File: config.mk
export PLATFORM = sky130hd
export DESIGN_NAME = ccp_channel
export DESIGN_NICKNAME = d
export VERILOG_FILES = /design/src/rtl/ccp_pkg.sv /design/src/rtl/ccp_value_reg.sv /design/src/rtl/ccp_active_reg.sv /design/src/rtl/ccp_match.sv /design/src/rtl/ccp_readback.sv /design/src/rtl/ccp_channel.sv
export SDC_FILE = /design/constraint.sdc
export NUM_CORES = 1
export LEC_CHECK = 0
export BUFFER_PORTS_ARGS = -buffer_cell sky130_fd_sc_hd__buf_2
export CELL_PAD_IN_SITES_DETAIL_PLACEMENT = 1
export CELL_PAD_IN_SITES_GLOBAL_PLACEMENT = 1
export CORE_ASPECT_RATIO = 1.75
export CORE_MARGIN = 5
export CORE_UTILIZATION = 30
export DETAILED_ROUTE_END_ITERATION = 7
export GPL_ROUTABILITY_DRIVEN = 0
export PLACE_DENSITY = 0.73
export SYNTH_ARGS = -nofsm -noshare
export SYNTH_HDL_FRONTEND = slang
export SYNTH_SLANG_ARGS = --single-unit
File: constraint.sdc
create_clock -name clk -period 2 [get_ports clk]
set_input_delay 0.1 -clock clk [delete_from_list [all_inputs] [get_ports clk]]
set_output_delay 0.1 -clock clk [all_outputs]
set_load 0.02 [all_outputs]
File: src/rtl/ccp_pkg.sv
package ccp_pkg;
  typedef enum logic {
    MODE_OC = 1'b0,
    MODE_IC = 1'b1
  } ccp_mode_e;
endpackage

File: src/rtl/ccp_value_reg.sv
module ccp_value_reg
  import ccp_pkg::*;
#(
  parameter int WIDTH = 16
) (
  input  logic             clk,
  input  logic             rst,
  input  ccp_mode_e        mode,
  input  logic             wr_en,
  input  logic [WIDTH-1:0] wr_data,
  input  logic             cap,
  input  logic [WIDTH-1:0] cnt,
  output logic [WIDTH-1:0] chan_q
);
  always_ff @(posedge clk) begin
    if (rst) begin
      chan_q <= '0;
    end else if (mode == MODE_IC) begin
      if (cap) chan_q <= cnt;
    end else if (wr_en) begin
      chan_q <= wr_data;
    end
  end

  // capture latches the counter
  a_r5_capture: assert property (@(posedge clk) disable iff (rst)
    (mode == MODE_IC && cap) |=> (chan_q == $past(cnt)));
  // writes ignored in input mode
  a_r6_wr_ignored: assert property (@(posedge clk) disable iff (rst)
    (mode == MODE_IC && wr_en && !cap) |=> $stable(chan_q));
endmodule

File: src/rtl/ccp_active_reg.sv
module ccp_active_reg
  import ccp_pkg::*;
#(
  parameter int WIDTH = 16
) (
  input  logic             clk,
  input  logic             rst,
  input  ccp_mode_e        mode,
  input  logic             pre_en,
  input  logic             upd,
  input  logic             wr_en,
  input  logic [WIDTH-1:0] wr_data,
  input  logic [WIDTH-1:0] chan_q,
  output logic [WIDTH-1:0] active_q
);
  always_ff @(posedge clk) begin
    if (rst) begin
      active_q <= '0;
    end else if (mode == MODE_OC) begin
      if (!pre_en) begin
        if (wr_en) active_q <= wr_data;
      end else if (upd) begin
        active_q <= chan_q;
      end
    end
  end

  // direct load without preload
  a_r2_direct: assert property (@(posedge clk) disable iff (rst)
    (mode == MODE_OC && !pre_en && wr_en) |=> (active_q == $past(wr_data)));
  // preload holds until update, then transfers old channel value
  a_r3_hold: assert property (@(posedge clk) disable iff (rst)
    (mode == MODE_OC && pre_en && !upd) |=> $stable(active_q));
  a_r3_transfer: assert property (@(posedge clk) disable iff (rst)
    (mode == MODE_OC && pre_en && upd) |=> (active_q == $past(chan_q)));
  // input mode never changes the active value
  a_r9_frozen: assert property (@(posedge clk) disable iff (rst)
    (mode == MODE_IC) |=> $stable(active_q));
endmodule

File: src/rtl/ccp_match.sv
module ccp_match
  import ccp_pkg::*;
#(
  parameter int WIDTH = 16
) (
  input  logic             clk,
  input  logic             rst,
  input  ccp_mode_e        mode,
  input  logic [WIDTH-1:0] cnt,
  input  logic [WIDTH-1:0] active_q,
  output logic             cmp_q
);
  logic hit;
  assign hit = (mode == MODE_OC) && (cnt == active_q);

  always_ff @(posedge clk) begin
    if (rst) cmp_q <= 1'b0;
    else     cmp_q <= hit;
  end

  // no compare output in input mode
  a_r9_no_cmp: assert property (@(posedge clk) disable iff (rst)
    (mode == MODE_IC) |=> !cmp_q);
  // pulse only after a counter match
  a_r4_pulse: assert property (@(posedge clk) disable iff (rst)
    (cnt != active_q) |=> !cmp_q);
endmodule

File: src/rtl/ccp_readback.sv
module ccp_readback #(
  parameter int WIDTH = 16
) (
  input  logic             clk,
  input  logic             rst,
  input  logic             rd_en,
  input  logic [WIDTH-1:0] chan_q,
  output logic [WIDTH-1:0] rd_q
);
  always_ff @(posedge clk) begin
    if (rst)        rd_q <= '0;
    else if (rd_en) rd_q <= chan_q;
  end

  // read returns pre-edge channel value, then holds
  a_r7_read: assert property (@(posedge clk) disable iff (rst)
    rd_en |=> (rd_q == $past(chan_q)));
  a_r7_hold: assert property (@(posedge clk) disable iff (rst)
    !rd_en |=> $stable(rd_q));
endmodule

File: src/rtl/ccp_channel.sv
module ccp_channel
  import ccp_pkg::*;
#(
  parameter int WIDTH = 16
) (
  input  logic             clk,
  input  logic             rst,
  input  logic [WIDTH-1:0] cnt_i,
  input  logic             upd_i,
  input  logic             cap_i,
  input  logic             pre_en_i,
  input  logic             mode_i,
  input  logic             wr_en_i,
  input  logic [WIDTH-1:0] wr_data_i,
  input  logic             rd_en_i,
  output logic [WIDTH-1:0] rd_data_o,
  output logic             cmp_o
);
  ccp_mode_e        mode;
  logic [WIDTH-1:0] chan_q;
  logic [WIDTH-1:0] active_q;

  assign mode = ccp_mode_e'(mode_i);

  ccp_value_reg #(.WIDTH(WIDTH)) u_value (
    .clk(clk), .rst(rst), .mode(mode), .wr_en(wr_en_i), .wr_data(wr_data_i),
    .cap(cap_i), .cnt(cnt_i), .chan_q(chan_q)
  );

  ccp_active_reg #(.WIDTH(WIDTH)) u_active (
    .clk(clk), .rst(rst), .mode(mode), .pre_en(pre_en_i), .upd(upd_i),
    .wr_en(wr_en_i), .wr_data(wr_data_i), .chan_q(chan_q), .active_q(active_q)
  );

  ccp_match #(.WIDTH(WIDTH)) u_match (
    .clk(clk), .rst(rst), .mode(mode), .cnt(cnt_i), .active_q(active_q),
    .cmp_q(cmp_o)
  );

  ccp_readback #(.WIDTH(WIDTH)) u_read (
    .clk(clk), .rst(rst), .rd_en(rd_en_i), .chan_q(chan_q), .rd_q(rd_data_o)
  );

  // outputs quiet one cycle into reset
  a_r1_reset: assert property (@(posedge clk)
    $past(rst) |-> (!cmp_o && rd_data_o == '0));
endmodule

# == Word level (Yosys, flattened, before mapping) ==
# Cells that the tools add are included.
# totals
regBits,49
in_bits,40
output_inout_bits,17
elab_cells,18
# op_classes
eq_ne,3
mux,5
bitwise,1
n_reduce_logical,5
# op_table
operator,count
$mux W16,5
$eq A16 B16 Y1,1
$ne A2 B2 Y1 const B,2
$reduce_bool A2 Y1,2
$reduce_and A3 Y1,1
$reduce_and A2 Y1,1
$logic_and A1 B1 Y1,1
$not A1 Y1,1

# == Depth between registers and ports, before layout ==
# Gate-level depths: netlist of the first run.
# depth
ltp_word,2
depth_mapped,6
mapped_depth_nobuf,4

# == Hierarchy ==
# A second synthesis of the first run with hierarchy kept.
# unflattened
cells_unflattened,238
hier_area_um2,2414.8
# by_module_without_submodules
module,n_inst,cells_each,area_each_um2,seq_area_each_um2
ccp_active_reg,1,91,818.3,320.3
ccp_value_reg,1,72,813.3,320.3
ccp_readback,1,52,580.6,320.3
ccp_match,1,23,202.7,20.0

# == Worst setup path before layout of the first run ==
# Ideal clock, no wire load.
# synth_path
path_type,register -> register
from,reg u_active.active_q[3]
to,reg u_match.cmp_q
setup_ps,92
arrival_ps,942
required_ps,1908
path_slack_ps,966
path_stages_with_launch,5
n_path_buf,0
synth_period_minus_slack_ps,1034
path_cell_list,dfxtp_1 -> xor2_1 -> nor4_1 -> nand4_1 -> nor4_1
# synth_via
elab_chain_cells,2
# synth_rtl
element,line_no,rtl
"start, declared",ccp_active_reg.sv:14,output logic [WIDTH-1:0] active_q
"start signal, assigned",ccp_active_reg.sv:21,if (wr_en) active_q <= wr_data;
"start signal, assigned",ccp_active_reg.sv:23,active_q <= chan_q;
$eq A16 B16 Y1,ccp_match.sv:14,assign hit = (mode == MODE_OC) && (cnt == active_q);
$logic_and A1 B1 Y1,ccp_match.sv:14,
"end signal, assigned",ccp_match.sv:18,else cmp_q <= hit;
"end, declared",ccp_match.sv:11,output logic cmp_q
# No other way between the ends.
# A chain may end at the register's enable or synchronous reset.

# == Worst setup path after layout of the first run ==
# layout_path
from,reg u_active.active_q[11]
to,reg u_match.cmp_q
# Same word-level chain as after synthesis.

==> results of run 1 <==
## worst max-delay path by stage
stage	end	slack, ns
after global placement	u_active.active_q[5]	0.61
after floorplan	u_match.cmp_q	0.97
final	u_match.cmp_q	0.62
after global routing	u_match.cmp_q	0.57
after detailed placement	u_active.active_q[9]	0.54
after CTS	u_match.cmp_q	0.64
## final cells by class
| cell class | instances | area share [%] |
|---|---|---|
| Multi-Input combinational cell | 153 | 43.3 |
| Sequential cell | 49 | 35.9 |
| Timing Repair Buffer | 59 | 11.1 |
| Clock buffer | 7 | 5.58 |
| Tap cell | 88 | 4.03 |
| Clock inverter | 1 | 0.183 |
## power groups by stage
stage | logic, mW | clock network [mW] | registers (mW)
final | 0.367 | 0.883 | 1.09
after global routing | 0.410 | 0.944 | 1.10
after CTS | 0.375 | 0.915 | 1.09
after detailed placement | 0.373 | 0 | 1.11
after global placement | 0.359 | 0 | 1.11
after floorplan | 0.249 | 0 | 1.12
## synthesized netlist by cell type
cell and count:
mux2_4 1, dfxtp_1 49, nor2_4 1, nor3_1 1, a211oi_1 18, nand4_1 1
clkbuf_1 2, mux2i_1 49, buf_6 3, clkbuf_4 1, buf_4 4, nor2_1 48
nor4_1 4, a211oi_2 14, buf_1 2, xor2_1 16, buf_2 5
## critical path, cell delays in order, from the launching register on
cell	delay [ns]
dfxtp_1	0.32
xor2_1	0.16
nor4_1	0.51
nand4_1	0.14
nor4_1	0.17
## per-stage QoR
stage                     std cells  setup WS [ns]  total power [mW]
after floorplan                 219          0.966              1.37
after global placement          349          0.610              1.47
after detailed placement        349          0.535              1.49
after CTS                       357          0.635              2.38
after global routing            357          0.574              2.45
final                           357          0.621              2.34
## logic make-up after synthesis
logic type / share of synthesized area (%)
flops: 43.1
xor+xnor: 6.16
buf+inv: 4.89
simple gates: 10.0
compound gates: 13.6
mux: 22.2
## state kept, by name, summed over array words and instances (netlist names)
register and count:
u_value.chan_q 16, u_read.rd_q 16, u_match.cmp_q 1, u_active.active_q 16
## layer usage
metal  global-route usage, %  vias up  part of all wire [%]
li1                        -      877                     -
met1                    14.0      830                    38
met2                    22.7       32                    55
met3                    2.97        7                   4.6
met4                    5.36        0                   2.4
met5                       0        -                     0
## cells in the final DEF, fill, tap and decap left out
cell       instances
clkinv_2           1
a211oi_2          14
buf_2             56
clkbuf_8           2
xor2_1            16
nor4_1             4
buf_4              3
a211oi_1          18
dfxtp_1           49
nor2_1            48
mux2_4             1
nor2_4             1
clkbuf_16          5
mux2i_1           49
nor3_1             1
nand4_1            1
==> flow_results.org, run 1 <==
** Outcome
- The run finished with clean final reports.

** Floorplan
- Die width :: 75.8 um
- The region available for standard cell placement spans 7510 sq um.
- The die covers 9500 sq um.
- In this run the count of I/O pins placed on the die edge is 57.
- For this configuration, the core starts out at a cell density of 30.3%.
- Measured along the y axis, the die boundary spans 125 um.
- The floorplan has 42 rows.

** Critical path
- The worst setup path is launched from a flip-flop.
- The critical path in this run is classified as flip-flop to flip-flop.
- The worst register-to-register path has a depth of 4.
- The worst register-to-register path ends at u_match.cmp_q.
- Across all register-to-register paths, the minimum setup slack is 0.62 ns.
- Data on the critical path is required at its endpoint by 2.20 ns.
- Worst setup EP type :: flip-flop
- CP arrival :: 1.58 ns
- In this run the worst path has a maximum fanout of 2.
- In this run the worst setup path begins at u_active.active_q[11].
- The worst register-to-register path begins at u_active.active_q[11].

** Place
- Summing all placed instances gives a cell area of 2580 sq um.
- Quantity of I/O buffers inserted on ports :: 56
- After legalization and detailed placement, the total HPWL measured 4240 um.

** Clock tree
- After clock tree synthesis, the repair step resized 0 gates.
- The cell sitting at the root of the clock tree is a clkbuf_16.
- Post-CTS Setup Inserts :: 0
- Buffer levels on the longest clock path :: 2
- Source-to-sink clock delay at the later pin of the worst-skew pair :: 0.29 ns
- Clock Sink Count :: 49
- TritonCTS created 5 clock buffers.
- After clock tree synthesis, the clock-pin slew on the worst setup and hold paths is 0.06 ns.
- Hold repair after CTS inserted 0 buffers.
- TritonCTS built the clock tree.
- In this run the number of H-tree levels came out at 2.

** Route
- Detailed Route WL :: 5680 um
- Number of DRC markers after the initial detailed-route iteration :: 62
- Routed via count :: 1,746
- Residual DRC count :: 0
- The pre-antenna-repair detailed-routing pass consisted of 3 iterations.
- After detailed routing, the average wire length per cell comes to 15.9 um.
- After detailed routing, the number of vias per cell comes to 4.89.
- In this run the remaining antenna-violating nets after routing total 0.

** Timing
- The number of hold violations in the final report was 0.
- After layout, the minimum clock period comes to 1.38 ns.
- Worst setup skew after layout :: 0.00338 ns
- Of the available clock period, the critical path in the final layout requires 69.0%.
- Final setup viols :: 0
- In the final timing run, aggregate negative setup slack is 0 ns.
- The max-slew violation count was 0.
- Normalized max-slew margin :: 44.6%
- Timing would allow up to 0.725 GHz.
- At the pin with the least slew margin, the transition time is 0.829 ns.
- Final Hold Slack :: 0.162 ns
- Unrepaired setup endpoints after global routing :: no

** Cells and area
- Sequential cell area :: 981 sq um
- Finished Core Util :: 36.4%
- Non-Filler Cell Area, Final :: 2740 sq um
- Fraction of layout cells with a size suffix above 1 :: 30.9%
- The area growth from synthesis to layout is 20.2%.
- The net count of the finished layout is 308.
- The number of antenna diodes in the final layout is 0.
- Fill cells in the final layout number 885.
- Multi-input combinational cell area :: 1180 sq um

** Run
- Max-cap viol count :: 0

** Synth
- Post-Syn Instances :: 219
- Ranked by total cell area, the synthesized netlist is headed by dfxtp_1, mux2i_1, nor2_1.
- For this run, the number of Yosys warnings is 0.
- Mean Syn Cell Area :: 10.4 sq um
- After synthesis the cells add up to 2280 sq um.
- Sequential area share after synthesis :: 43.1%
- Flip-flop and latch count after synthesis :: 49
- Post-synthesis net count :: 259
- The synthesized design devotes to its leading area cell type 43.1% of total area.
- The synthesized design spends more area on one cell type than any other, namely dfxtp_1.
- Distinct cells, synth :: 17

** Power
- Net switching is 26.0% of the power.
- Sequential cell fraction of total power :: 46.6%
- VDD sags by at most 0.484 mV.
- Proportion of power drawn by combinational gates :: 15.7%
- In this run, the clock network consumes 37.7% of the power.
- Sw power :: 0.609 mW
- Internal power comes to 1.73 mW.
- Power density normalized to cell area :: 856 nW/um^2
- Summed over all cells, the static leakage comes to 1.26 nW.

** GRT
- Via count of the first global-routing pass :: 1,928
- Entering global routing, the biggest net connects 33 pins.
- The first global-routing pass estimated 9210 um of wire.
- Global routing used 12.9% of the available tracks across all layers.
- Number of antenna violations at the first check in global routing :: 0
- Total congestion overflow after global routing :: 0

** Worst hold path
- Hold Path Origin :: wr_data_i[15]
- Type of the worst min-delay path :: input pin to flip-flop
- The worst hold path terminates at u_active.active_q[15].
- Counting instances, the worst hold path has a depth of 3.
No activity file was read; power rests on OpenSTA's default activity.
==> inputs of run 2 (changes only) <==
==> constraint.sdc (replaced) <==
create_clock -name clk -period 1.3 [get_ports clk]
set_input_delay 0.065 -clock clk [delete_from_list [all_inputs] [get_ports clk]]
set_output_delay 0.065 -clock clk [all_outputs]
set_load 0.02 [all_outputs]
==> run 2 against run 1 <==
Compared with the run above:
- hold slack lost 0.035 ns
- design area grew 1.6%
- sequential share of layout area shrank 0.50 points
- register-to-register slack lost 0.60 ns
- via count grew 1.6%
==> flow_results.org, run 2 (synthesis results as in run 1) <==
** Cells and area
- Finished Core Util :: 37.0% (+0.57 points)
- The post-route cell area is 2780 sq um (+1.6%).
- The largest registers in the layout are u_active.active_q: 16 flops, u_read.rd_q: 16 flops, u_value.chan_q: 16 flops.
- Fraction of layout cells with a size suffix above 1 :: 33.1% (+2.2 points)
- The number of nets at the end of the flow was 313 (+1.6%).
- Number of diodes added for antenna fixing :: 0 (unchanged)
- In the layout the commonest cells are buf_2, mux2i_1, nor2_1, dfxtp_1, a211oi_1.
- The library cell used most frequently in the layout, excluding fill and tap cells, is buf_2.
- Relative to the synthesized area, the layout overhead comes to 22.0%.

** Clock tree
- Hold buffers post-CTS :: 0 (unchanged)
- Number of clock buffers inserted by TritonCTS :: 5 (unchanged)
- Source-to-sink clock delay at the later pin of the worst-skew pair :: 0.29 ns (about the same)
- TritonCTS built the clock tree.
- Register clock-pin slew on the reported worst setup and hold paths :: 0.06 ns (about the same)
- The post-CTS setup-driven buffer insertion count came to 0 (unchanged).
- CTS placed an instance of clkbuf_16 at the clock tree root.
- The clock sink count was 49 (unchanged).
- The number of levels the H-tree was split into came to 2 (unchanged).
- The number of buffers on the longest clock path is 2 (unchanged).

** Floorplan
- Starting density of the core :: 30.3% (unchanged)
- Number of placed I/O pins :: 57 (unchanged)
- The chip height came to 125 um (unchanged).
- The core area was 7510 sq um (unchanged).
- The cell row count was 42 (unchanged).
- Area of the die :: 9500 sq um (unchanged)
- Die width :: 75.8 um (unchanged)

** Place
- The instance area at placement was 2630 sq um (+1.9%).
- The placed wire-length estimate after detailed placement is 4350 um (+2.6%).
- Quantity of I/O buffers inserted on ports :: 56 (unchanged)

** Timing
- The number of hold violations in the final report came to 0 (unchanged).
- Setup repair after global routing could not meet its margin everywhere.
- Share of the clock period used by the worst path :: 98.6% (+30 points)
- The max-slew violation count is 0 (unchanged).
- The setup-violating endpoint count in the final report is 0 (unchanged).
- The slew at the pin closest to its max-slew limit is 0.346 ns (-0.482 ns).
- Crit path time final :: 1.28 ns (-0.0967 ns)
- The worst-case clock skew is 0.00349 ns (+0.000103 ns).
- The maximum clock frequency is 0.780 GHz (+7.5%).
- The worst-case headroom to the max-slew limit is 76.9% (+32 points).

** Outcome
- The run finished with clean final reports.

** Power
- Maximum ir drop on the vdd rail :: 0.453 mV (-6.3%)
- The areal power density over the cells is 1250 nW/um^2 (+47%).
- The reported leakage power came to 1.28 nW (+1.2%).
- The overall power was 3.48 mW (+49%).

** Critical path
- The data required time of the worst path came to 1.48 ns (-0.72 ns).
- The data arrival time at the worst-slack endpoint came to 1.46 ns (-0.12 ns).
- Reg2reg setup slack :: 0.02 ns (-0.60 ns)
- Path type of the worst setup path :: flip-flop to flip-flop
- The worst setup path is launched from a flip-flop.
- The maximum net fanout on the critical path is 2 (unchanged).
- STA classifies the critical path endpoint as a flip-flop.

** Route
- Detail Route Antenna Nets :: 0 (unchanged)
- DR WL/cell :: 15.9 um (about the same)
- The number of DRC violations after detailed-routing iteration 0 is 100 (+61%).
- The detail-routed via count per cell was 4.93 (+0.76%).
- Detailed Route WL :: 5740 um (+0.93%)
- The detailed-router iteration count before antenna repair came to 4 (+1).
- The count of vias placed by the detailed router is 1,774 (+1.6%).
- The DRC violation count after routing came to 0 (unchanged).

** GRT
- Total congestion overflow after global routing :: 0 (unchanged)
- The largest net degree at the start of global routing was 33 (unchanged).
- Via count of the first global-routing pass :: 1,946 (+0.93%)
- The number of antenna violations at the first check in global routing is 0 (unchanged).
- Wire length of the first global-routing pass :: 9460 um (+2.7%)
- Overall fraction of global-route tracks in use :: 13.1% (+0.24 points)

** Run
- Max-cap viol count :: 0 (unchanged)

** Worst hold path
- In this run the worst hold path is classified as input pin to flip-flop.
## run 2: routing by layer
metal	GRT usage, %	part of all wire, %
met5	0	0
met4	6.80	2.8
met3	2.65	5.0
met2	23.2	56
met1	13.7	36
## run 2: final timing paths
kind / depth (start not counted) / end / start
worst min-delay path: 4 / u_match.cmp_q / rst
worst max-delay path: 4 / u_match.cmp_q / u_active.active_q[5]
worst max register to register: 4 / u_match.cmp_q / u_active.active_q[5]
worst min register to register: 2 / u_read.rd_q[8] / u_read.rd_q[8]
## run 2: power by group
part / switching, mW / leakage (nW) / total, mW / internal, mW
Sequential: 0.0703 / 0.404 / 1.68 / 1.61
Clock: 0.524 / 0.0655 / 1.21 / 0.688
Combinational: 0.334 / 0.810 / 0.591 / 0.258
Total: 0.928 / 1.28 / 3.48 / 2.56
## run 2: critical path: stages (launching register included)
cell and delay [ns]:
dfxtp_2 0.33, xor2_1 0.16, nor4_2 0.32, nand4_1 0.15
nor4_2 0.21
## run 2: layout make-up
cell class / instances / area (sq um)
Tap cell: 88 / 110
Timing Repair Buffer: 64 / 353
Clock buffer: 5 / 125
Sequential cell: 49 / 982
Multi-Input combinational cell: 153 / 1200
Clock inverter: 1 / 5.00
Fill cell: 878 / 4740
## run 2: through the flow
| stage | TNS [ns] | hold WS [ns] | worst slack (ns) | instances |
|---|---|---|---|---|
| 2_1_floorplan | 0 | 0.248 | 0.266 | 219 |
| 3_3_place_gp | 0 | 0.405 | 0.0944 | 354 |
| 3_5_place_dp | -0.153 | 0.426 | -0.153 | 354 |
| 4_1_cts | 0 | 0.125 | 0.00116 | 360 |
| 5_1_grt | -0.105 | 0.140 | -0.105 | 360 |
| 6_report | 0 | 0.127 | 0.0177 | 360 |
## run 2: what timing repair did
item,4_1_cts,5_1_grt
resized for setup,3,1
hold endpoints to repair,0,0
endpoints found under the setup margin,1,1
cloned,0,0
